### src/rtl/mixdot_pkg.sv
package mixdot_pkg;
  parameter int unsigned BYTE_W    = 8;
  parameter int unsigned LANE_B    = 4;
  parameter int unsigned LANE_W    = BYTE_W * LANE_B;
  parameter int unsigned CHUNK_W   = 64;
  parameter int unsigned CHUNKS    = 2;
  parameter int unsigned VEC_W     = CHUNK_W * CHUNKS;
  parameter int unsigned LANES     = VEC_W / LANE_W;
  parameter int unsigned CHUNK_LN  = CHUNK_W / LANE_W;
  parameter int unsigned IDX_W     = 5;
  parameter int unsigned PROD_W    = 2 * BYTE_W + 1;
  parameter int unsigned SUM_W     = PROD_W + $clog2(LANE_B);

  typedef logic [VEC_W-1:0] vec_t;

  typedef struct packed {
    logic undef;
    vec_t res;
  } resp_t;
endpackage

### src/rtl/mixdot_lane.sv
module mixdot_lane
  import mixdot_pkg::*;
(
  input  logic              en_i,
  input  logic [LANE_W-1:0] a_i,
  input  logic [LANE_W-1:0] b_i,
  input  logic [LANE_W-1:0] acc_i,
  output logic [LANE_W-1:0] res_o
);
  logic signed [PROD_W-1:0] prod [LANE_B];
  logic signed [SUM_W-1:0]  sum;

  always_comb begin
    sum = '0;
    for (int k = 0; k < LANE_B; k++) begin
      // zero-extend a, sign-extend b
      prod[k] = $signed({1'b0, a_i[k*BYTE_W +: BYTE_W]}) * $signed(b_i[k*BYTE_W +: BYTE_W]);
      sum     = sum + {{(SUM_W-PROD_W){prod[k][PROD_W-1]}}, prod[k]};
    end
  end

  assign res_o = en_i ? acc_i + {{(LANE_W-SUM_W){sum[SUM_W-1]}}, sum} : acc_i;
endmodule

### src/rtl/mixdot_align.sv
module mixdot_align
  import mixdot_pkg::*;
(
  input  logic             wide_i,
  input  logic [IDX_W-1:0] dst_idx_i,
  input  logic [IDX_W-1:0] a_idx_i,
  input  logic [IDX_W-1:0] b_idx_i,
  output logic             undef_o
);
  // index bits that must be zero when a request spans all chunks
  localparam logic [IDX_W-1:0] ALIGN_MASK = IDX_W'(CHUNKS - 1);

  assign undef_o = wide_i & (|((dst_idx_i | a_idx_i | b_idx_i) & ALIGN_MASK));
endmodule

### src/rtl/mixdot_acc_top.sv
module mixdot_acc_top
  import mixdot_pkg::*;
(
  input  logic             clk_i,
  input  logic             rst_ni,
  input  logic             in_valid_i,
  output logic             in_ready_o,
  input  logic             wide_i,
  input  logic [IDX_W-1:0] dst_idx_i,
  input  logic [IDX_W-1:0] a_idx_i,
  input  logic [IDX_W-1:0] b_idx_i,
  input  logic [VEC_W-1:0] src_a_i,
  input  logic [VEC_W-1:0] src_b_i,
  input  logic [VEC_W-1:0] acc_i,
  output logic             out_valid_o,
  output logic             undef_o,
  input  logic             out_ready_i,
  output logic [VEC_W-1:0] result_o
);
  vec_t  lane_res;
  logic  undef_d;
  resp_t resp_q;
  logic  full_q;
  logic  accept;

  for (genvar e = 0; e < LANES; e++) begin : g_lane
    logic lane_en;
    if (e < CHUNK_LN) begin : g_low
      assign lane_en = 1'b1;
    end else begin : g_high
      assign lane_en = wide_i;
    end
    mixdot_lane u_lane (
      .en_i  (lane_en),
      .a_i   (src_a_i[e*LANE_W +: LANE_W]),
      .b_i   (src_b_i[e*LANE_W +: LANE_W]),
      .acc_i (acc_i[e*LANE_W +: LANE_W]),
      .res_o (lane_res[e*LANE_W +: LANE_W])
    );
  end

  mixdot_align u_align (
    .wide_i    (wide_i),
    .dst_idx_i (dst_idx_i),
    .a_idx_i   (a_idx_i),
    .b_idx_i   (b_idx_i),
    .undef_o   (undef_d)
  );

  assign in_ready_o = ~full_q | out_ready_i;
  assign accept     = in_valid_i & in_ready_o;

  always_ff @(posedge clk_i or negedge rst_ni) begin
    if (!rst_ni) begin
      full_q <= 1'b0;
      resp_q <= '0;
    end else begin
      if (accept) begin
        full_q       <= 1'b1;
        resp_q.undef <= undef_d;
        resp_q.res   <= lane_res;
      end else if (out_ready_i) begin
        full_q <= 1'b0;
      end
    end
  end

  assign out_valid_o = full_q & ~resp_q.undef;
  assign undef_o     = full_q & resp_q.undef;
  assign result_o    = resp_q.res;
endmodule

### config.mk
export PLATFORM = sky130hd
export DESIGN_NAME = mixdot_acc_top
export DESIGN_NICKNAME = d
export VERILOG_FILES = /design/src/rtl/mixdot_pkg.sv /design/src/rtl/mixdot_lane.sv /design/src/rtl/mixdot_align.sv /design/src/rtl/mixdot_acc_top.sv
export SDC_FILE = /design/constraint.sdc
export NUM_CORES = 2
export LEC_CHECK = 0
export BUFFER_PORTS_ARGS = -buffer_cell sky130_fd_sc_hd__buf_2
export CORE_UTILIZATION = 45
export CTS_CLUSTER_SIZE = 20
export DETAILED_ROUTE_END_ITERATION = 16
export MAX_ROUTING_LAYER = met4
export SLEW_MARGIN = 20
export SYNTH_ARGS = -nofsm -noshare
export SYNTH_HDL_FRONTEND = slang
export SYNTH_SLANG_ARGS = --single-unit
### constraint.sdc
create_clock -name clk_i -period 2.3 [get_ports clk_i]
set_clock_uncertainty 0.1 [all_clocks]
set_input_delay 0.115 -clock clk_i [delete_from_list [all_inputs] [get_ports clk_i]]
set_output_delay 0.115 -clock clk_i [all_outputs]
set_load 0.1 [all_outputs]
==> out/metrics.cfg <==
[place]
pre_cts_ws_ns=-6.977
numPortBuffers=522
dp_hpwl_um=136100
gp_congestion=0.9371

[setup_path]
cp_max_fo=7
startpoint_type=primary input
cp_slowest_cell=fa_1
cp_slowest_stage_delay_ns=0.55
end_kind=flop
worstSetupPathType=primary input to flop
cp.arrival_ns=8.98
cp_common_cell=fa_1
cp.required_ns=2.64

[synth]
synth_area_leaders=fa_1 (30%), ha_1 (20%), inv_1 (9.0%)
synth_top_cell_by_area=fa_1
yosys-top-cells-count=inv_1 (1242), ha_1 (824), fa_1 (772)
synth_edf_count=0
seq_area_frac_synth_pct=6.290
async_flop_share_pct=100.0
yosys_register_bits=130
synth.top_cell.area_share_pct=29.88
ys_types=89
avgSynthCellArea_um2=8.627
yosysMostFrequentCell=inv_1
syn_nets=7995
yosysWarnings=0
synthFlopType=dfrtp_1
syn_inst=5995
netlist_area_mm2=0.05172

[grt]
grt_max_degree=57
busiest_layer=met2
antenna_found_initial=20
grt_use_total_pct=28.25
grt_pass1_vias=48717
grt_pass1_wl_um=252700
met3_usage_pct=3.175
use_met2_pct=47.21
grt_overflow=0
use_met1_pct=35.57

[floorplanning]
dieArea_mm2=0.1163
die_x_um=341.0
coreArea_mm2=0.1142
die_y_um=341.0
initial_utilization_pct=45.29
rows=124
io_pins=535

[clock_tree]
clkLatencyLatePin_ns=0.51
cts_tree=done
cts_root_buffer=clkbuf_16
cts_buffers=17
clock-sinks=130
htree_levels=4
ctsLongestPathBuffers=2
clk_pin_slew_ns=0.07

[finish]
post-route-util_pct=64.17
nNetsFinal=9787
multi_input_area_mm2=0.04843
fillerInstances=9662
ff_latch_area_mm2=0.003253
syn2layout_area_growth_pct=41.67
drive_above_1_share_pct=35.26

[status]
violations=hold timing, setup timing
status=finished, violations left

[sta]
fmax_mhz=115.8
min_period_over_period_pct=375.5
fin_crit_ns=8.637
rsz0062_at_grt=yes
slew_viol_final=0
layout_setup_ws_ns=-6.337
setup_violations=124
tightestPinTransition_ns=0.6757
holdWs_ns=-0.1103
slew-limit-headroom_pct=55.26
final_hold_viol_count=2

[drt]
drt_iter0_drc=1654
drtAntennaViolNets=0
drt-total-wl_um=159000
wl_per_cell_um=17.03
dr.pass1.iters=7
vias=46074
vias_per_cell=4.937
route.detailed.drc=0

[job]
maxCapViolCount=0

[hold_path]
hp-class=primary input to flop

-- layout make-up --
| cell class | instances | area share, % |
|---|---|---|
| clock buffers | 18 | 0.5857 |
| diodes | 21 | 0.07172 |
| well taps | 1512 | 2.582 |
| clock inverters | 14 | 0.2117 |
| flip-flops and latches | 130 | 4.440 |
| repair buffers | 1943 | 19.65 |
| multi-input cells | 4453 | 66.09 |
| inverters | 1242 | 6.366 |
-- per-stage QoR --
step	hold WS [ns]	cells	area (µm²)	TNS [ns]
after detailed placement	-0.002709	9114	66870	-683.22
after floorplan	-0.2806	5995	53930	-569.68
after CTS	-0.1567	9266	70130	-596.40
after global placement	-0.001988	9114	66870	-679.33
final	-0.1103	9333	73270	-603.34
after global routing	-0.09317	9332	73270	-631.30
-- state kept, by name, summed over array words and instances (netlist names) --
name / cells
full_q: 1
resp_q: 1
result_o: 128
-- final timing paths --
path	start	slack, ns	cells after the start	endpoint
worst min register to register	result_o[0]$_DFFE_PN0P_	0.37	2	result_o[0]$_DFFE_PN0P_
min in group asynchronous	rst_ni	0.11	3	result_o[21]$_DFFE_PN0P_
worst max-delay path	src_a_i[101]	-6.34	42	result_o[127]$_DFFE_PN0P_
worst min-delay path	acc_i[1]	-0.11	4	result_o[1]$_DFFE_PN0P_
max in group asynchronous	rst_ni	1.44	3	result_o[115]$_DFFE_PN0P_
worst max register to register	full_q$_DFFE_PN0P_	0.05	6	resp_q[128]$_DFFE_PN0P_
-- metal layers --
metal  wire length [µm]  up-vias
met4               5584        0
met3               6417      222
met5                  0        -
met2              78380      850
met1              68580    22576
li1                   -    22426
-- critical path, delay by kind of cell --
kind	cells	cell delay, ns
adders and majority gates	10	4.18
xor gates and xnor gates	4	0.72
AOI/OAI and AO/OA	13	2.00
and+or+nand+nor	6	1.10
buffers and inverters	9	0.84
-- placed cells by master, fill, tap and decap left out, types with 79 or more instances in the layout --
master / count
a21o_1: 95
a21oi_1: 123
a21oi_2: 83
and2_1: 496
buf_2: 470
buf_4: 1235
buf_6: 140
dfrtp_1: 130
fa_1: 751
ha_1: 651
ha_4: 154
inv_1: 1162
inv_2: 79
nand2_1: 573
nand2b_1: 89
nor2_1: 185
o21ai_1: 113
xnor2_1: 154
-- timing repair --
action	4_1_cts	5_1_grt
pin swaps	179	311
hold buffers	65	1
setup buffers	63	78
endpoints found under the hold margin	194	3
endpoints found under the setup margin	124	127
cloned	1	0
gates resized for setup	344	561
-- kinds of logic (layout without fill, tap and decap cells) --
kind of cell / count (synthesis) / after routing / share of synthesized area (%)
AOI/OAI and AO/OA: 836 / 836 / 10.26
xor gates and xnor gates: 329 / 330 / 5.598
adders and majority gates: 1596 / 1596 / 49.81
buffers and inverters: 1413 / 3217 / 11.21
DFF: 130 / 130 / 6.290
muxes: 50 / 50 / 0.9749
other: 0 / 21 / 0
and+or+nand+nor: 1641 / 1641 / 15.85
Power is not shown: default switching activity piles up to over one toggle a cycle in this logic, so the estimate is an artifact.
